[config.mk]
export PLATFORM = sky130hd
export DESIGN_NAME = fsel_ctrl
export DESIGN_NICKNAME = d
export VERILOG_FILES = /design/src/rtl/fsel_pkg.sv /design/src/rtl/fsel_strap_latch.sv /design/src/rtl/fsel_arbiter.sv /design/src/rtl/fsel_direct.sv /design/src/rtl/fsel_div_decode.sv /design/src/rtl/fsel_ctrl.sv
export SDC_FILE = /design/constraint.sdc
export NUM_CORES = 1
export LEC_CHECK = 0
export CORE_MARGIN = 2
export CORE_UTILIZATION = 23
export CTS_BUF_LIST = sky130_fd_sc_hd__clkbuf_4 sky130_fd_sc_hd__clkbuf_8 sky130_fd_sc_hd__clkbuf_16
export CTS_CLUSTER_SIZE = 25
export DETAILED_ROUTE_END_ITERATION = 7
export REMOVE_ABC_BUFFERS = 1
export SLEW_MARGIN = 20
export SYNTH_ARGS = -nofsm -noshare
export SYNTH_HDL_FRONTEND = slang
export SYNTH_HIERARCHICAL = 1
export SYNTH_SLANG_ARGS = --single-unit
[constraint.sdc]
create_clock -name clk -period 2.3 [get_ports clk]
set_input_delay 0.46 -clock clk [delete_from_list [all_inputs] [get_ports clk]]
set_output_delay 0.46 -clock clk [all_outputs]
set_load 0.1 [all_outputs]
[src/rtl/fsel_pkg.sv]
package fsel_pkg;
  localparam int CODE_W = 5;
  localparam int DIV_W  = 4;
  localparam int TRIM_W = 2;
  typedef logic [CODE_W-1:0] code_t;

  function automatic logic code_reserved(input code_t c);
    return (c[1:0] == 2'b11) || (c[3] && c[2]);
  endfunction

  function automatic logic [DIV_W-1:0] cpu_ratio(input code_t c);
    logic [DIV_W-1:0] r;
    case (c[2:0])
      3'b000:  r = 4'd8;
      3'b001:  r = 4'd4;
      3'b010:  r = 4'd6;
      3'b100:  r = 4'd4;
      3'b101:  r = 4'd2;
      3'b110:  r = 4'd3;
      default: r = 4'd0;
    endcase
    return r;
  endfunction

  function automatic logic [TRIM_W-1:0] trim_of(input code_t c);
    logic [TRIM_W-1:0] t;
    if (!c[3])     t = 2'd0;
    else if (c[4]) t = 2'd2;
    else           t = 2'd1;
    return t;
  endfunction
endpackage

[src/rtl/fsel_strap_latch.sv]
module fsel_strap_latch
  import fsel_pkg::*;
#(
  parameter int NCFG = 2
) (
  input  logic            clk,
  input  logic            rst_n,
  input  logic            pwrgd_n,
  input  code_t           strap_fs,
  input  logic [NCFG-1:0] cfg_strap,
  input  logic [NCFG-1:0] cfg_wr_en,
  input  logic [NCFG-1:0] cfg_wr_val,
  output code_t           strap_q,
  output logic [NCFG-1:0] cfg_q,
  output logic            boot_load
);
  logic pwrgd_n_d;

  always_ff @(posedge clk or negedge rst_n) begin
    if (!rst_n) begin
      strap_q   <= '0;
      pwrgd_n_d <= 1'b0;
    end else begin
      pwrgd_n_d <= pwrgd_n;
      if (!pwrgd_n) strap_q <= strap_fs;
    end
  end

  assign boot_load = pwrgd_n && !pwrgd_n_d;

  for (genvar g = 0; g < NCFG; g++) begin : g_cfg
    always_ff @(posedge clk or negedge rst_n) begin
      if (!rst_n)             cfg_q[g] <= 1'b0;
      else if (!pwrgd_n)      cfg_q[g] <= cfg_strap[g];
      else if (cfg_wr_en[g])  cfg_q[g] <= cfg_wr_val[g];
    end

    // during the power-on window the bit tracks its strap
    p_cfg_follow_r6: assert property (@(posedge clk) disable iff (!rst_n)
      !pwrgd_n |=> (cfg_q[g] == $past(cfg_strap[g])));
  end

  // latched straps move only when the strobe was low
  p_strap_hold_r1: assert property (@(posedge clk) disable iff (!rst_n)
    $past(pwrgd_n) |-> $stable(strap_q));
endmodule

[src/rtl/fsel_arbiter.sv]
module fsel_arbiter
  import fsel_pkg::*;
(
  input  logic  clk,
  input  logic  rst_n,
  input  logic  boot_load,
  input  logic  upd,
  input  logic  wd_timeout,
  input  logic  sw_en,
  input  code_t sw_code,
  input  logic  safe_en,
  input  code_t safe_code,
  input  code_t strap_q,
  input  logic  err_clr,
  output code_t act_code,
  output logic  code_err,
  output logic  cand_rsvd
);
  code_t cand;
  logic  load;

  always_comb begin
    if (wd_timeout)     cand = safe_en ? safe_code : strap_q;
    else if (boot_load) cand = strap_q;
    else                cand = sw_en ? sw_code : strap_q;
  end

  assign load      = wd_timeout || boot_load || upd;
  assign cand_rsvd = code_reserved(cand);

  always_ff @(posedge clk or negedge rst_n) begin
    if (!rst_n) begin
      act_code <= '0;
      code_err <= 1'b0;
    end else begin
      if (load && cand_rsvd)   code_err <= 1'b1;
      else if (err_clr)        code_err <= 1'b0;
      if (load && !cand_rsvd)  act_code <= cand;
    end
  end

  // a reserved code never becomes active
  p_legal_code_r4: assert property (@(posedge clk) disable iff (!rst_n)
    !code_reserved(act_code));
  // raising the error leaves the previous code in place
  p_err_keeps_r5: assert property (@(posedge clk) disable iff (!rst_n)
    $rose(code_err) |-> $stable(act_code));
  // no load event, no change
  p_quiet_r10: assert property (@(posedge clk) disable iff (!rst_n)
    !(upd || wd_timeout || boot_load) |=> $stable(act_code));
endmodule

[src/rtl/fsel_direct.sv]
module fsel_direct #(
  parameter int M_W = 7,
  parameter int N_W = 10,
  localparam int NUM_W = N_W + 1
) (
  input  logic             clk,
  input  logic             rst_n,
  input  logic             dp_wr_en,
  input  logic             dp_wr_val,
  input  logic             wd_timeout,
  input  logic             upd,
  input  logic [M_W-1:0]   m_val,
  input  logic [N_W-1:0]   n_val,
  output logic             direct_en,
  output logic [NUM_W-1:0] pll_num,
  output logic [M_W-1:0]   pll_den
);
  localparam logic [NUM_W-1:0] N_OFS = NUM_W'(4);

  always_ff @(posedge clk or negedge rst_n) begin
    if (!rst_n) begin
      direct_en <= 1'b0;
      pll_num   <= '0;
      pll_den   <= '0;
    end else if (wd_timeout) begin
      direct_en <= 1'b0;
      pll_num   <= '0;
      pll_den   <= '0;
    end else begin
      if (dp_wr_en) direct_en <= dp_wr_val;
      if (upd && direct_en) begin
        pll_num <= {1'b0, n_val} + N_OFS;
        pll_den <= m_val;
      end
    end
  end

  // timeout cancels direct programming
  p_wd_cancel_r7: assert property (@(posedge clk) disable iff (!rst_n)
    wd_timeout |=> (!direct_en && pll_num == '0 && pll_den == '0));
  // captured values move only on an update in direct mode or a timeout
  p_mn_capture_r8: assert property (@(posedge clk) disable iff (!rst_n)
    !((upd && direct_en) || wd_timeout) |=> $stable(pll_num));
endmodule

[src/rtl/fsel_div_decode.sv]
module fsel_div_decode
  import fsel_pkg::*;
(
  input  code_t             code,
  output logic [DIV_W-1:0]  cpu_div,
  output logic [TRIM_W-1:0] trim_sel
);
  assign cpu_div  = cpu_ratio(code);
  assign trim_sel = trim_of(code);
endmodule

[src/rtl/fsel_ctrl.sv]
module fsel_ctrl
  import fsel_pkg::*;
#(
  parameter int M_W = 7,
  parameter int N_W = 10
) (
  input  logic           clk,
  input  logic           rst_n,
  input  logic           pwrgd_n,
  input  logic [4:0]     strap_fs,
  input  logic           strap_mode,
  input  logic           strap_sel24,
  input  logic           mode_wr_en,
  input  logic           mode_wr_val,
  input  logic           sel24_wr_en,
  input  logic           sel24_wr_val,
  input  logic           sw_en,
  input  logic [4:0]     sw_code,
  input  logic           safe_en,
  input  logic [4:0]     safe_code,
  input  logic           upd,
  input  logic           wd_timeout,
  input  logic           err_clr,
  input  logic           dp_wr_en,
  input  logic           dp_wr_val,
  input  logic [M_W-1:0] m_val,
  input  logic [N_W-1:0] n_val,
  output logic [4:0]     act_code,
  output logic [3:0]     cpu_div,
  output logic [1:0]     trim_sel,
  output logic           code_err,
  output logic           sel_rsvd,
  output logic [4:0]     strap_rb,
  output logic           mode_bit,
  output logic           sel24_bit,
  output logic           direct_en,
  output logic [N_W:0]   pll_num,
  output logic [M_W-1:0] pll_den
);
  logic [1:0] cfg_q;
  logic       boot_load;
  code_t      strap_q;

  fsel_strap_latch #(.NCFG(2)) u_strap (
    .clk(clk), .rst_n(rst_n), .pwrgd_n(pwrgd_n), .strap_fs(strap_fs),
    .cfg_strap({strap_sel24, strap_mode}),
    .cfg_wr_en({sel24_wr_en, mode_wr_en}),
    .cfg_wr_val({sel24_wr_val, mode_wr_val}),
    .strap_q(strap_q), .cfg_q(cfg_q), .boot_load(boot_load)
  );

  fsel_arbiter u_arb (
    .clk(clk), .rst_n(rst_n), .boot_load(boot_load), .upd(upd),
    .wd_timeout(wd_timeout), .sw_en(sw_en), .sw_code(sw_code),
    .safe_en(safe_en), .safe_code(safe_code), .strap_q(strap_q),
    .err_clr(err_clr), .act_code(act_code), .code_err(code_err),
    .cand_rsvd(sel_rsvd)
  );

  fsel_direct #(.M_W(M_W), .N_W(N_W)) u_dir (
    .clk(clk), .rst_n(rst_n), .dp_wr_en(dp_wr_en), .dp_wr_val(dp_wr_val),
    .wd_timeout(wd_timeout), .upd(upd), .m_val(m_val), .n_val(n_val),
    .direct_en(direct_en), .pll_num(pll_num), .pll_den(pll_den)
  );

  fsel_div_decode u_dec (
    .code(act_code), .cpu_div(cpu_div), .trim_sel(trim_sel)
  );

  assign strap_rb  = strap_q;
  assign mode_bit  = cfg_q[0];
  assign sel24_bit = cfg_q[1];
endmodule

==> results.md, run 1 <==
* Setup clock skew after layout at 7.21 ps
* Share of synthesized registers carrying an async set or reset at 100%
* Area after DPL at approximately 2800 um^2
* Number of H-tree levels at 2
* Final setup violation count at 0
* Synth top area cells: dfrtp_1 47%, mux2i_1 6.2%, a22o_1 4.9%, mux2_4 4.2%, nand2_1 3.0%
* Proportion of power drawn by the clock network at 24.5%
* Post-synth EDFFs at 0
* Largest fanout on the critical path at 4
* Total GRT Usage at between 10 and 15%
* GR Overflow Total at 0
* Relative slew margins at about 44%
* I/O pin total at 87
* Root buffer cell: clkbuf_8
* Top FF cell, synth: dfrtp_1
* Number of antenna violations at the first check in global routing at 0
* Data required time at the worst endpoint at 1840 ps
* Type of the setup path with the least slack: flip-flop to output port
* Final std cells w/o fill at 376
* Yosys warnings at 6
* List of most frequent post-synthesis cells: 33 x dfrtp_1, 14 x nand2_1, 11 x mux2i_1, 10 x a22o_1, 9 x o21ai_0
* Net switching power at 1.04 mW
* Initial Utilization at 23.3%
* Clk Latency, worst-skew pair at 290 ps
* Post-synthesis cell type with the largest combined area: dfrtp_1
* Most common cell in the synthesized netlist: dfrtp_1
* Max-cap check violation count at 0
* Kind of launch point of the worst setup path: flip-flop
* Final core utilization at 38.8%
* Die height at 91.9 um
* CTS max path bufs at 2
* Leakage dissipation at 1.37 nW
* Data arrival time of the worst path at 1760 ps
* Fraction of post-synthesis cell area in the top cell type by area at 46.5%
* Wire length of the first global-routing pass at approximately 8400 um
* Floorplan row count at 32
* Via count normalized by instance count at 4.50
* Final weighted congestion of routability-driven global placement at about 0.84
* Pwr per Cell Area at ~800 nW/um^2
* Post-route antenna net violation count at 0
* Combinational Power Share at between 40% and 50%
* Clock sink count at 33
* RSZ-0062 raised after global routing: no
* Run status: finished clean
* Cell total after placement at approximately 370
* Pin count of the biggest net entering global routing at 34
* Area delta synth->final at 66.3%
* Critical Path Sink Type: output port
* Switching power as a share of total power at 43.9%
* Final routed DRC violation total at 0
* Share of final-layout standard cells stronger than drive strength 1 at 31.4%
* Worst reg2reg startpoint: u_strap/pwrgd_n_d
* Count of pins over their slew limit at 0
* Inserted Diodes at 0
* Sequential area share after synthesis at a little under half
* Net count reported at finish at 322
* Buffering stage count on the worst path with inverters included at 3
* DRT Pass-1 Iters at 4
* Worst path top cell family by delay: simple AND/OR/NAND/NOR gates
* Final Cell Area at slightly below 3000 um^2
* Worst-path clk slew at 70 ps
* Number of buffers inserted during clock tree synthesis at 5
* Area of the core at approximately 7600 um^2
* Crit path time final at 2220 ps
* Area of the die at 8440 um^2
* Average wire per cell in the routed design at 13.5 um
* X dimension of the die at 91.9 um
* Detailed-placement wirelength estimate at 3940 um
* Number of global-route vias before repair at 1735
* Min-Delay Path Class: input port to async pin
* Series of cell instances along the critical path: nor2b_4, nor2b_4, buf_4, o211ai_1, and2_1, a31oi_4, inv_2, buf_12
* Hold violation count in the final report at 0
* Total wirelength of the detailed-routed design at 5080 um
* Part of the power in registers at around 29%
* Int Pwr at 1.33 mW
* Share of the clock period used by the worst path at 96.5%
* Launching instance or port of the critical path: u_strap/pwrgd_n_d
* Layout filler cell count at 781
* DRT iter0 DRCs at 38
* Biggest cell delay along the critical path at 400 ps
* Transition time at the pin with the least slew margin at 846 ps
* Number of buffer cells added on primary ports at 86
* Number of cells produced by synthesis at 167
* Cell repeated most along the worst path: nor2b_4
* Cell area after technology mapping at ~1800 um^2
* TritonCTS clock tree: done
* Via Count at 1692
* Slowest stage cell on the critical path: dfrtp_1
* Mean post-synth cell area at 10.6 um^2
* Maximum ir drop on the vdd rail at 0.325 mV
* Max Fclk at approximately 450 MHz
* Total of flip-flops plus latches after synthesis at 33
* Number of distinct library cells after synthesis at 41
-- stage by stage --
stage,power [mW],setup TNS (ps),hold slack (ps),worst slack (ps)
floorplan,1.43,-2970,164,-1180
global placement,1.79,-1340,466,-490
detailed placement,1.80,-1590,475,-538
CTS,2.40,0,271,8.65
global route,2.48,0,305,6.77
finish,2.37,0,237,81.0
-- sequential cells by signal (all words and copies together), names as in the netlist --
signal and cells:
u_strap/cfg_q 2, u_arb/code_err 1, u_arb/act_code 5, u_dir/pll_num 11
u_strap/pwrgd_n_d 1, u_strap/strap_q 5, u_dir/direct_en 1, u_dir/pll_den 7
-- timing repair --
| action | in CTS | in global routing |
|---|---|---|
| resized for setup | 13 | 3 |
| pin swaps | 2 | 2 |
| hold buffers | 0 | 0 |
| hold endpoints to repair | 0 | 0 |
| setup buffers | 0 | 1 |
| endpoints found under the setup margin | 3 | 1 |
-- layer usage --
metal	GRT usage, %	share of wire, %
met3	3.86	5.2
met4	3.98	1.3
met2	20.3	49
met1	15.8	45
met5	0	0
-- cells by family (layout without fill, tap and decap cells) --
family / count (synthesis) / after routing / share of synthesized area [%]
AO/OA/AOI/OAI: 50 / 50 / 20.0
XOR/XNOR: 4 / 4 / 1.97
adder cells (fa/ha/maj): 1 / 1 / 0.705
buffers and inverters: 12 / 119 / 3.24
flip-flops: 33 / 33 / 46.5
multiplexers: 17 / 17 / 11.1
AND/OR/NAND/NOR: 50 / 50 / 16.5
-- cell type report --
| class | instances | area [um^2] | share of cell area [%] |
|---|---|---|---|
| Tap cell | 102 | 128 | 4.32 |
| Sequential cell | 33 | 826 | 28.0 |
| Clock inverter | 1 | 30.0 | 1.02 |
| Clock buffer | 7 | 90.1 | 3.05 |
| Multi-Input combinational cell | 122 | 922 | 31.2 |
| Timing Repair Buffer | 106 | 938 | 31.8 |
| Inverter | 5 | 18.8 | 0.636 |
-- power groups by stage --
stage          Clock [mW]  Combinational (mW)  Sequential, mW
4_1_cts             0.606                1.11           0.685
3_3_place_gp            0                1.10           0.693
5_1_grt             0.635                1.15           0.695
6_report            0.581                1.11           0.684
2_1_floorplan           0               0.410            1.02
3_5_place_dp            0                1.10           0.696
-- cell usage in the layout, fill, tap and decap left out, types with 2 or more instances in the layout --
master           count
a211oi_1             3
buf_2                2
o21ai_1              3
nand2_1             14
or4_1                3
inv_1                3
xor2_1               3
o22a_1               2
nor2b_4              2
and2_1               2
nor2_1               4
mux2i_1             11
o211ai_1             6
o21ai_0              6
mux2_4               5
clkbuf_8             6
nand2b_1             2
nor3_1               2
nand4_1              2
a31oi_1              4
a21oi_1              7
nand3_1              6
clkdlybuf4s50_1     43
buf_12               3
o21a_1               2
a22o_1              10
dlygate4sd2_1        2
buf_4               56
dfrtp_1             33
nor2b_1              6
and3b_2              2
-- final timing paths --
kind	endpoint	slack [ps]	depth (start not counted)
worst max-delay path	sel_rsvd	80	8
worst min-delay path	u_dir/pll_num[3]	240	1
worst max register to register	u_arb/act_code[4]	340	7
worst min register to register	u_dir/pll_num[2]	490	2
max in group asynchronous	u_arb/act_code[2]	1580	1
min in group clk	u_dir/pll_num[2]	490	2
No activity file was read; power rests on OpenSTA's default activity.
==> run 2, diff against run 1 <==
--- a/config.mk
+++ b/config.mk
@@ -6,12 +6,12 @@
 export NUM_CORES = 1
 export LEC_CHECK = 0
 export CORE_MARGIN = 2
-export CORE_UTILIZATION = 23
+export CORE_UTILIZATION = 26
 export CTS_BUF_LIST = sky130_fd_sc_hd__clkbuf_4 sky130_fd_sc_hd__clkbuf_8 sky130_fd_sc_hd__clkbuf_16
+export CTS_CLUSTER_DIAMETER = 200
 export CTS_CLUSTER_SIZE = 25
 export DETAILED_ROUTE_END_ITERATION = 7
 export REMOVE_ABC_BUFFERS = 1
-export SLEW_MARGIN = 20
 export SYNTH_ARGS = -nofsm -noshare
 export SYNTH_HDL_FRONTEND = slang
 export SYNTH_HIERARCHICAL = 1
==> run 2 against run 1 <==
Global-route usage up 0.93 points. Cell count fell by 5.3%. Core utilization is 5.4 points higher. Cell area is essentially flat. Maximum frequency fell by 1.0%. Register-to-register slack barely moved. Largest power group unchanged. Combinational power is essentially flat. Largest cell class unchanged. Critical path depth is 1 lower. Sequential power about the same. Non-clock buffer count increased by 2.
==> results.md, run 2 (synthesis results as in run 1) <==
* Die height at roughly 87 um
* Data required time at the worst endpoint at ~1800 ps
* Hold violation count in the final report at 0
* Pin count of the biggest net entering global routing at 34
* DRT Pass-1 Iters at 4
* Critical Path Sink Type: output port
* Most common cell after layout, fill and taps aside: buf_4
* Worst-path clk slew at 70 ps
* GR Overflow Total at 0
* Area occupied by multi-input gates at 923 um^2
* Clock sink count at 33
* Pwr per Cell Area at 805 nW/um^2
* Root buffer cell: clkbuf_8
* X dimension of the die at between 80 and 90 um
* DRT iter0 DRCs at 51
* Slowest stage cell on the critical path: clkdlybuf4s50_1
* Max Fclk at 446 MHz
* Average wire per cell in the routed design at 13.9 um
* Relative slew margins at 50.7%
* Series of cell instances along the critical path: clkdlybuf4s50_1, nand4b_1, o211ai_1, and2_4, a31oi_2, inv_2, buf_12
* Largest fanout on the critical path at 2
* Run status: finished clean
* Inserted Diodes at 0
* Initial Utilization at 26.6%
* Leakage dissipation at 1.38 nW
* Number of buffers inserted during clock tree synthesis at 5
* Data arrival time of the worst path at 1780 ps
* Number of H-tree levels at 2
* Biggest cell delay along the critical path at 440 ps
* Largest registers: u_dir/pll_num: 11 flops, u_dir/pll_den: 7 flops
* Count of pins over their slew limit at 0
* Number of buffer cells added on primary ports at 86
* Detailed-placement wirelength estimate at 3800 um
* RSZ-0062 raised after global routing: yes
* Sequential standard cell area at about 830 um^2
* Floorplan row count at 30
* Min-Delay Path Class: input port to async pin
* Area of the core at 6680 um^2
* Final setup violation count at 0
* Layout filler cell count at 673
* Kind of launch point of the worst setup path: input port
* Crit path time final at 2240 ps
* Via count normalized by instance count at 4.67
* Post-route antenna net violation count at 0
* Biggest register: u_dir/pll_num
* Maximum ir drop on the vdd rail at 0.316 mV
* Wire length of the first global-routing pass at ~8000 um
* Max-cap check violation count at 0
* Net count reported at finish at 324
* Max FFs per register at 11
* Share of the clock period used by the worst path at 97.5%
* Area delta synth->final at 66.5%
* Type of the setup path with the least slack: input port to output port
* Final core utilization at roughly 44%
* Total wirelength of the detailed-routed design at a little under 5000 um
* Pwr Total at 2.38 mW
* I/O pin total at 87
* Number of antenna violations at the first check in global routing at 0
* Clk Latency, worst-skew pair at between 200 and 300 ps
* Most frequent cells in the layout: 57 x buf_4, 43 x clkdlybuf4s50_1, 33 x dfrtp_1
* CTS max path bufs at 2
* Transition time at the pin with the least slew margin at 740 ps
* Hold bufs inserted after CTS at 0
* Share of final-layout standard cells stronger than drive strength 1 at roughly 33%
* Total GRT Usage at 13.4%
* Final weighted congestion of routability-driven global placement at 0.814
* Number of global-route vias before repair at around 1600
* Setup clock skew after layout at 3.96 ps
* Via Count at 1662
* Area of the die at approximately 7500 um^2
* TritonCTS clock tree: done
* Final routed DRC violation total at 0
-- run 2: metrics by stage --
stage | std cells | setup TNS, ps | hold slack, ps | instance area [um^2] | worst slack [ps]
2_1_floorplan | 160 | -2970 | 164 | 1740 | -1180
3_5_place_dp | 347 | -1210 | 472 | 2800 | -423
4_1_cts | 356 | 0 | 266 | 2940 | 28.9
3_3_place_gp | 347 | -1070 | 466 | 2800 | -362
6_report | 356 | 0 | 235 | 2960 | 58.0
5_1_grt | 356 | -2.84 | 292 | 2960 | -2.84
-- run 2: repair_timing --
action                                 CTS  global route
setup endpoints to repair                1             1
resized for setup                       10             8
pin swaps                                3             3
setup buffers                            1             0
cloned                                   0             0
endpoints found under the hold margin    0             0
-- run 2: critical path: cells and delay by family --
kind | cells | cell delay, ps
buf+inv | 3 | 690
compound gates | 2 | 330
simple gates | 2 | 310
-- run 2: power breakdown --
group / internal [mW] / switching, mW
registers: 0.627 / 0.0583
logic: 0.348 / 0.774
clock network: 0.352 / 0.219
total: 1.33 / 1.05
-- run 2: cell type report --
cell class | instances | share of cell area [%]
Clock buffer | 6 | 2.79
Inverter | 5 | 0.635
Clock inverter | 2 | 1.27
Sequential cell | 33 | 27.9
Timing Repair Buffer | 108 | 32.7
Multi-Input combinational cell | 122 | 31.2
Tap cell | 80 | 3.39
-- run 2: routing by layer --
layer  share of wire, %  vias up  track usage (%)
li1                   -      836                -
met1                 45      771             17.6
met2                 48       49             21.3
met3                5.9        6             4.29
met4                1.1        0             3.41
met5                  0        -                0
-- run 2: final timing paths --
kind | startpoint | end | slack (ps) | cells after the start
worst max-delay path | sw_code[0] | sel_rsvd | 60 | 7
max in group asynchronous | rst_n | u_arb/act_code[1] | 1590 | 1
worst min register to register | u_dir/pll_num[2] | u_dir/pll_num[2] | 480 | 2
min in group clk | u_dir/pll_num[2] | u_dir/pll_num[2] | 480 | 2
worst min-delay path | rst_n | u_dir/pll_num[3] | 240 | 1
worst max register to register | u_strap/pwrgd_n_d | u_arb/act_code[4] | 350 | 7
==> run 3, diff against run 2 <==
--- a/config.mk
+++ b/config.mk
@@ -8,7 +8,7 @@
 export CORE_MARGIN = 2
 export CORE_UTILIZATION = 26
 export CTS_BUF_LIST = sky130_fd_sc_hd__clkbuf_4 sky130_fd_sc_hd__clkbuf_8 sky130_fd_sc_hd__clkbuf_16
-export CTS_CLUSTER_DIAMETER = 200
+export CTS_CLUSTER_DIAMETER = 80
 export CTS_CLUSTER_SIZE = 25
 export DETAILED_ROUTE_END_ITERATION = 7
 export REMOVE_ABC_BUFFERS = 1
==> results of run 3 <==
Final layout, timing and power as in run 2 (identical DEF).
